===== config.mk =====
export PLATFORM = sky130hd
export DESIGN_NAME = chain_addr_decode
export DESIGN_NICKNAME = d
export VERILOG_FILES = /design/src/rtl/cad_pkg.sv /design/src/rtl/cad_cfg_latch.sv /design/src/rtl/cad_addr_match.sv /design/src/rtl/cad_bus_owner.sv /design/src/rtl/chain_addr_decode.sv
export SDC_FILE = /design/constraint.sdc
export NUM_CORES = 1
export LEC_CHECK = 0
export BUFFER_PORTS_ARGS = -buffer_cell sky130_fd_sc_hd__buf_4
export CAP_MARGIN = 0
export CORE_UTILIZATION = 41
export DETAILED_ROUTE_END_ITERATION = 10
export PLACE_DENSITY = 0.76
export RECOVER_POWER = 100
export SYNTH_ARGS = -nofsm -noshare
export SYNTH_HDL_FRONTEND = slang
export SYNTH_HIERARCHICAL = 1
export SYNTH_SLANG_ARGS = --single-unit

===== constraint.sdc =====
create_clock -name clk -period 1.5 [get_ports clk]
set_input_delay 0.3 -clock clk [delete_from_list [all_inputs] [get_ports clk]]
set_output_delay 0.3 -clock clk [all_outputs]
set_load 0.02 [all_outputs]

===== src/rtl/cad_pkg.sv =====
package cad_pkg;
  parameter int DEV_W = 3;
  parameter int QSEL_W = 2;
  localparam int ADDR_W = DEV_W + QSEL_W;
endpackage


===== src/rtl/cad_cfg_latch.sv =====
module cad_cfg_latch #(
  parameter int DEV_W = 3
) (
  input  logic             clk,
  input  logic             mrst_n,
  input  logic [DEV_W-1:0] cfg_num,
  input  logic             cfg_master,
  input  logic             cfg_width,
  output logic [DEV_W-1:0] dev_num,
  output logic             is_master,
  output logic             narrow_bus
);
  // Sampled on every edge while reset is low; frozen afterwards.
  always_ff @(posedge clk) begin
    if (!mrst_n) begin
      dev_num    <= cfg_num;
      is_master  <= cfg_master;
      narrow_bus <= cfg_width;
    end
  end
endmodule


===== src/rtl/cad_addr_match.sv =====
module cad_addr_match #(
  parameter int DEV_W  = 3,
  parameter int QSEL_W = 2,
  localparam int ADDR_W = DEV_W + QSEL_W
) (
  input  logic              sel,
  input  logic [ADDR_W-1:0] addr,
  input  logic [DEV_W-1:0]  dev_num,
  output logic              hit,
  output logic              miss,
  output logic [QSEL_W-1:0] queue
);
  logic field_eq;
  assign field_eq = (addr[ADDR_W-1:QSEL_W] == dev_num);
  assign hit   = sel && field_eq;
  assign miss  = sel && !field_eq;
  assign queue = addr[QSEL_W-1:0];
endmodule


===== src/rtl/cad_bus_owner.sv =====
module cad_bus_owner #(
  parameter int QSEL_W = 2
) (
  input  logic              clk,
  input  logic              mrst_n,
  input  logic              cfg_master,
  input  logic              rd_match,
  input  logic              rd_mismatch,
  input  logic              null_sel,
  input  logic [QSEL_W-1:0] rd_q_in,
  output logic              owner,
  output logic              rd_valid,
  output logic              rd_hit,
  output logic              rd_null,
  output logic [QSEL_W-1:0] rd_queue
);
  always_ff @(posedge clk) begin
    if (!mrst_n) begin
      owner    <= cfg_master;
      rd_valid <= 1'b0;
      rd_hit   <= 1'b0;
      rd_null  <= 1'b0;
      rd_queue <= '0;
    end else begin
      rd_hit  <= rd_match && !null_sel;
      rd_null <= rd_match && null_sel;
      if (rd_match) begin
        owner    <= 1'b1;
        rd_valid <= !null_sel;
        if (!null_sel) rd_queue <= rd_q_in;
      end else if (rd_mismatch) begin
        owner    <= 1'b0;
        rd_valid <= 1'b0;
      end
    end
  end
endmodule


===== src/rtl/chain_addr_decode.sv =====
module chain_addr_decode
  import cad_pkg::*;
#(
  parameter int DW = cad_pkg::DEV_W,
  parameter int QW = cad_pkg::QSEL_W,
  localparam int AW = DW + QW
) (
  input  logic          clk,
  input  logic          mrst_n,
  input  logic [DW-1:0] cfg_num,
  input  logic          cfg_master,
  input  logic          cfg_width,
  input  logic          wr_sel,
  input  logic [AW-1:0] wr_addr,
  input  logic          rd_sel,
  input  logic [AW-1:0] rd_addr,
  input  logic          rd_null_sel,
  input  logic          oe_n,
  output logic [DW-1:0] dev_num,
  output logic          is_master,
  output logic          narrow_bus,
  output logic          wr_hit,
  output logic [QW-1:0] wr_queue,
  output logic          rd_hit,
  output logic          rd_null,
  output logic          rd_valid,
  output logic [QW-1:0] rd_queue,
  output logic          bus_owner,
  output logic          out_drive
);
  logic          w_match, w_miss, r_match, r_miss;
  logic [QW-1:0] w_q, r_q;

  cad_cfg_latch #(.DEV_W(DW)) u_cfg (
    .clk(clk), .mrst_n(mrst_n), .cfg_num(cfg_num), .cfg_master(cfg_master),
    .cfg_width(cfg_width), .dev_num(dev_num), .is_master(is_master),
    .narrow_bus(narrow_bus)
  );

  cad_addr_match #(.DEV_W(DW), .QSEL_W(QW)) u_wmatch (
    .sel(wr_sel), .addr(wr_addr), .dev_num(dev_num),
    .hit(w_match), .miss(w_miss), .queue(w_q)
  );

  cad_addr_match #(.DEV_W(DW), .QSEL_W(QW)) u_rmatch (
    .sel(rd_sel), .addr(rd_addr), .dev_num(dev_num),
    .hit(r_match), .miss(r_miss), .queue(r_q)
  );

  cad_bus_owner #(.QSEL_W(QW)) u_owner (
    .clk(clk), .mrst_n(mrst_n), .cfg_master(cfg_master),
    .rd_match(r_match), .rd_mismatch(r_miss), .null_sel(rd_null_sel),
    .rd_q_in(r_q), .owner(bus_owner), .rd_valid(rd_valid),
    .rd_hit(rd_hit), .rd_null(rd_null), .rd_queue(rd_queue)
  );

  always_ff @(posedge clk) begin
    if (!mrst_n) begin
      wr_hit   <= 1'b0;
      wr_queue <= '0;
    end else begin
      wr_hit <= w_match;
      if (w_match) wr_queue <= w_q;
    end
  end

  // Unclocked gate: the enable reaches the drivers without a register.
  assign out_drive = bus_owner && !oe_n;

  logic unused_miss;
  assign unused_miss = w_miss;
endmodule


# [Yosys cells after proc, flatten, opt, wreduce, memory -nomap -nowiden]
# Index checks and enable logic that the tools add are counted.
[word_totals] output_inout_bits=15 input_bits=21 word_cells=29 regBits=14
[op_classes] bitwise=1 n_reduce_logical=11 n_mux=4 n_eq_ne=3
[ops] op="$eq 3x3->1" count=2
[ops] op="$logic_and 1x1->1" count=6
[ops] op="$mux 1" count=4
[ops] op="$logic_not 1->1" count=3
[ops] op="$ne 3x1->1 const B" count=1
[ops] op="$reduce_and 2->1" count=1
[ops] op="$reduce_bool 2->1" count=1
[ops] op="$not 1->1" count=1

# [Longest topological paths before layout]
[logic_depth] word_depth=6 depth_mapped=4 depth_no_buf=4

# [By module]
# Netlist, hierarchy kept.
[modules_own_cells] module="cad_bus_owner" n_inst=1 seq_area_each_um2=130.1 area_each_um2=237.7 cells_per_inst=23
[modules_own_cells] module="cad_cfg_latch" n_inst=1 seq_area_each_um2=150.1 area_each_um2=153.9 cells_per_inst=6
[modules_own_cells] module="cad_addr_match" n_inst=2 seq_area_each_um2=0.0 area_each_um2=60.1 cells_per_inst=8
[modules_own_cells] module="chain_addr_decode" n_inst=1 seq_area_each_um2=60.1 area_each_um2=106.4 cells_per_inst=9

# [Worst setup path after synthesis]
# No wires, ideal clock.
[synth_path] path_type="reg-to-reg" startpoint="register u_cfg.dev_num[2]" endpoint="register u_owner.rd_queue[0]" slack_ns=0.088 setup_ns=0.072 n_path_buf=0 period_less_slack_ns=1.412 arrival_time_ns=1.341 required_ns=1.428 path_stages_with_launch=5 path_cell_list="edfxtp_1 > xnor2_1 > and4_1 > nor2b_4 > mux2i_1"
[synth_between] elab_chain_len=3
[synth_rtl] item="start, declared" line="cad_cfg_latch.sv:9" rtl="output logic [DEV_W-1:0] dev_num,"
[synth_rtl] item="start signal, assigned" line="cad_cfg_latch.sv:16" rtl="dev_num <= cfg_num;"
[synth_rtl] item="$eq 3x3->1" line="cad_addr_match.sv:14" rtl="assign field_eq = (addr[ADDR_W-1:QSEL_W] == dev_num);"
[synth_rtl] item="$logic_and 1x1->1" line="cad_addr_match.sv:15" rtl="assign hit = sel && field_eq;"
[synth_rtl] item="named net r_match" line="chain_addr_decode.sv:31" rtl="logic w_match, w_miss, r_match, r_miss;"
[synth_rtl] item="$reduce_and 2->1 (no source line)"
[synth_rtl] item="end signal, assigned" line="cad_bus_owner.sv:30" rtl="if (!null_sel) rd_queue <= rd_q_in;"
[synth_rtl] item="end, declared" line="cad_bus_owner.sv:15" rtl="output logic [QSEL_W-1:0] rd_queue"
# The timed path passes the listed nets, and every way through them passes these cells.
# A chain may end at the register's enable or synchronous reset.

# [Worst setup path after layout]
[layout_path] startpoint="register u_cfg.dev_num[1]" endpoint="register u_owner.owner (enable)"
[layout_between] elab_chain_len=4 elab_cells_between_ends=5 cone_classes="eq/ne: 2; reduce/logical: 3"
[layout_rtl] item="$eq 3x3->1" line="cad_addr_match.sv:14"
[layout_rtl] item="$logic_not 1->1" line="cad_addr_match.sv:16" rtl="assign miss = sel && !field_eq;"
[layout_rtl] item="$logic_and 1x1->1" line="cad_addr_match.sv:16"
[layout_rtl] item="named net r_miss" line="chain_addr_decode.sv:31"
[layout_rtl] item="$ne 3x1->1 (no source line)"
[layout_rtl] item="end signal, assigned" line="cad_bus_owner.sv:19" rtl="owner <= cfg_master;"
[layout_rtl] item="end, declared" line="cad_bus_owner.sv:11" rtl="output logic owner,"
# The timed path passes the listed nets, and every way through them passes these cells.

==> qor.yml <==
p_comb_frac: 0.198
clockBufferDepth: 2
final_nets: 109
worstSetupEndpointType: "flop"
rsz0062_at_grt: "false"
cts_root_buffer: "clkbuf_4"
path_clk_slew_ns: 0.08
die_area_um2: 1640
clock_power_share: 0.258
crit_chain: "xnor2_2 > a31oi_1 > nor2_1 > nand2_1"
firstDrtPassIters: 4
layout-drive-gt1-share: 0.384
initial_utilization: 0.456
cts_buffers: 3
power_per_cell_area_nw_per_um2: 932
startpoint: "u_cfg/dev_num[1]"
r2r_setup_slack_ns: 0.07
cp_num_buf_inv: 0
synthToLayoutAreaGrowth_pct: 40.5
power_frac_seq: 0.543
reg2reg_to: "u_owner/owner"
crit_slowest_cell: "edfxtp_1"
arrival_ns: 1.43
worstPathMaxFanout: 3
hold_buffers: 0
regMostFlops: "u_cfg/dev_num"
status: "finished, final reports clean"
cp-endpoint: "u_owner/owner"
core_um2: 1330
avgSynthCellArea_um2: 11.7
hold_violations: 0
via_per_inst: 4.98
die-height_um: 40.5
slew_headroom: 0.796
largestRegisters: "u_cfg/dev_num (3), u_owner/rd_queue (2), wr_queue (2)"
hold-worst-slack_ns: 0.215
crit_path_start_kind: "flop"
worst_r2r_path_depth: 4
setup_violations: 0
grt_first_pass_wirelength_um: 1930
dp.cells: 97
io-pin-count: 36
post_drt_wl_per_cell_um: 14.4
finalPower_mw: 0.796
final_common_cell: "buf_4"
vias: 503
antenna_found_initial: 0
fin_ws_ns: 0.0725
final_cell_mix: "buf_4, clkbuf_1, clkbuf_4"
numPortBuffers: 35
gp_congestion: 0.658
drv_slew: 0
track_usage: 0.194
tightest_slew_ns: 0.304
worstPathRequired_ns: 1.50
pre_cts_ws_ns: 0.0857
cp_top_family: "flip-flops"
internal-power_mw: 0.591
crit_cells: 4
diodes: 0
fin_setup_tns_ns: 0
synth_nets: 73
fin_cells: 101
hold_class: "input port to flop"
ant_nets: 0
post-route-drc-count: 0
yosysWarnings: 6
overflow: 0
first_global_vias: 419
p_sw_mw: 0.206
min_period_over_period: 0.952
worstSetupPathType: "flop to flop"
p_sw_frac: 0.258
grt_max_degree: 14
fp.dieW_um: 40.5
routed_wl_um: 1460
fmax_mhz: 701
drt_iter0_markers: 14
min_period_ns: 1.43
clkLatencyLatePin_ns: 0.28
row_count: 13
max-vdd-ir-drop_uv: 505
fin_skew_ns: 0.000976
maxCapViolCount: 0
htree_levels: 1
leakage_nw: 0.356
dp_hpwl_um: 1030
netlist_instances: 52
cts.sinks: 14
syn_area_um2: 608
largest_reg_flops: 3
cts_tree: "built"
cpPeakStageDelay_ns: 0.47
r2r_start: "u_cfg/dev_num[1]"
worst register-to-register path, delay by kind of cell (launching register included):
family | cells | cell delay [ns]
and+or+nand+nor | 2 | 0.19
AOI/OAI and AO/OA | 1 | 0.30
xor gates and xnor gates | 1 | 0.19
DFF | 1 | 0.47
power groups by stage:
stage | Combinational [mW] | Clock, mW | Sequential [mW]
global route | 0.170 | 0.235 | 0.434
detailed placement | 0.158 | 0 | 0.440
floorplan | 0.0582 | 0 | 0.463
CTS | 0.159 | 0.208 | 0.431
finish | 0.158 | 0.206 | 0.433
global placement | 0.155 | 0 | 0.438
area by class of cell:
type / instances / area, um2
Fill cell: 119 / 479
Inverter: 3 / 11.3
Tap cell: 15 / 18.8
Sequential cell: 14 / 340
Multi-Input combinational cell: 30 / 244
Timing Repair Buffer: 36 / 218
Clock buffer: 3 / 22.5
stage by stage:
| stage | utilization | area (um2) |
|---|---|---|
| 2_1_floorplan | - | 608 |
| 3_3_place_gp | 0.639 | 852 |
| 3_5_place_dp | 0.639 | 852 |
| 4_1_cts | 0.656 | 875 |
| 5_1_grt | 0.641 | 855 |
| 6_report | 0.641 | 855 |
worst min path at each step:
stage / start / endpoint / slack, ns / depth (start not counted)
final: cfg_num[2] / u_cfg/dev_num[2] / 0.22 / 1
after global routing: cfg_num[2] / u_cfg/dev_num[2] / 0.20 / 1
after CTS: cfg_width / u_cfg/narrow_bus / 0.19 / 1
after detailed placement: u_owner/rd_queue[0] / u_owner/rd_queue[0] / 0.46 / 2
after floorplan: rd_null_sel / u_owner/rd_hit / 0.37 / 1
after global placement: u_owner/rd_queue[1] / u_owner/rd_queue[1] / 0.45 / 2
metal layers:
| metal | global-route usage | part of all wire | up-vias |
|---|---|---|---|
| li1 | - | - | 239 |
| met1 | 0.213 | 0.39 | 232 |
| met2 | 0.310 | 0.50 | 28 |
| met3 | 0.0389 | 0.081 | 4 |
| met4 | 0.175 | 0.025 | 0 |
| met5 | 0 | 0 | - |
repair_timing:
action,4_1_cts,5_1_grt
hold endpoints to repair,0,0
endpoints found under the setup margin,0,5
buffers inserted,0,1
resized for setup,0,5
Note: power is estimated with default switching activity, not from simulation.
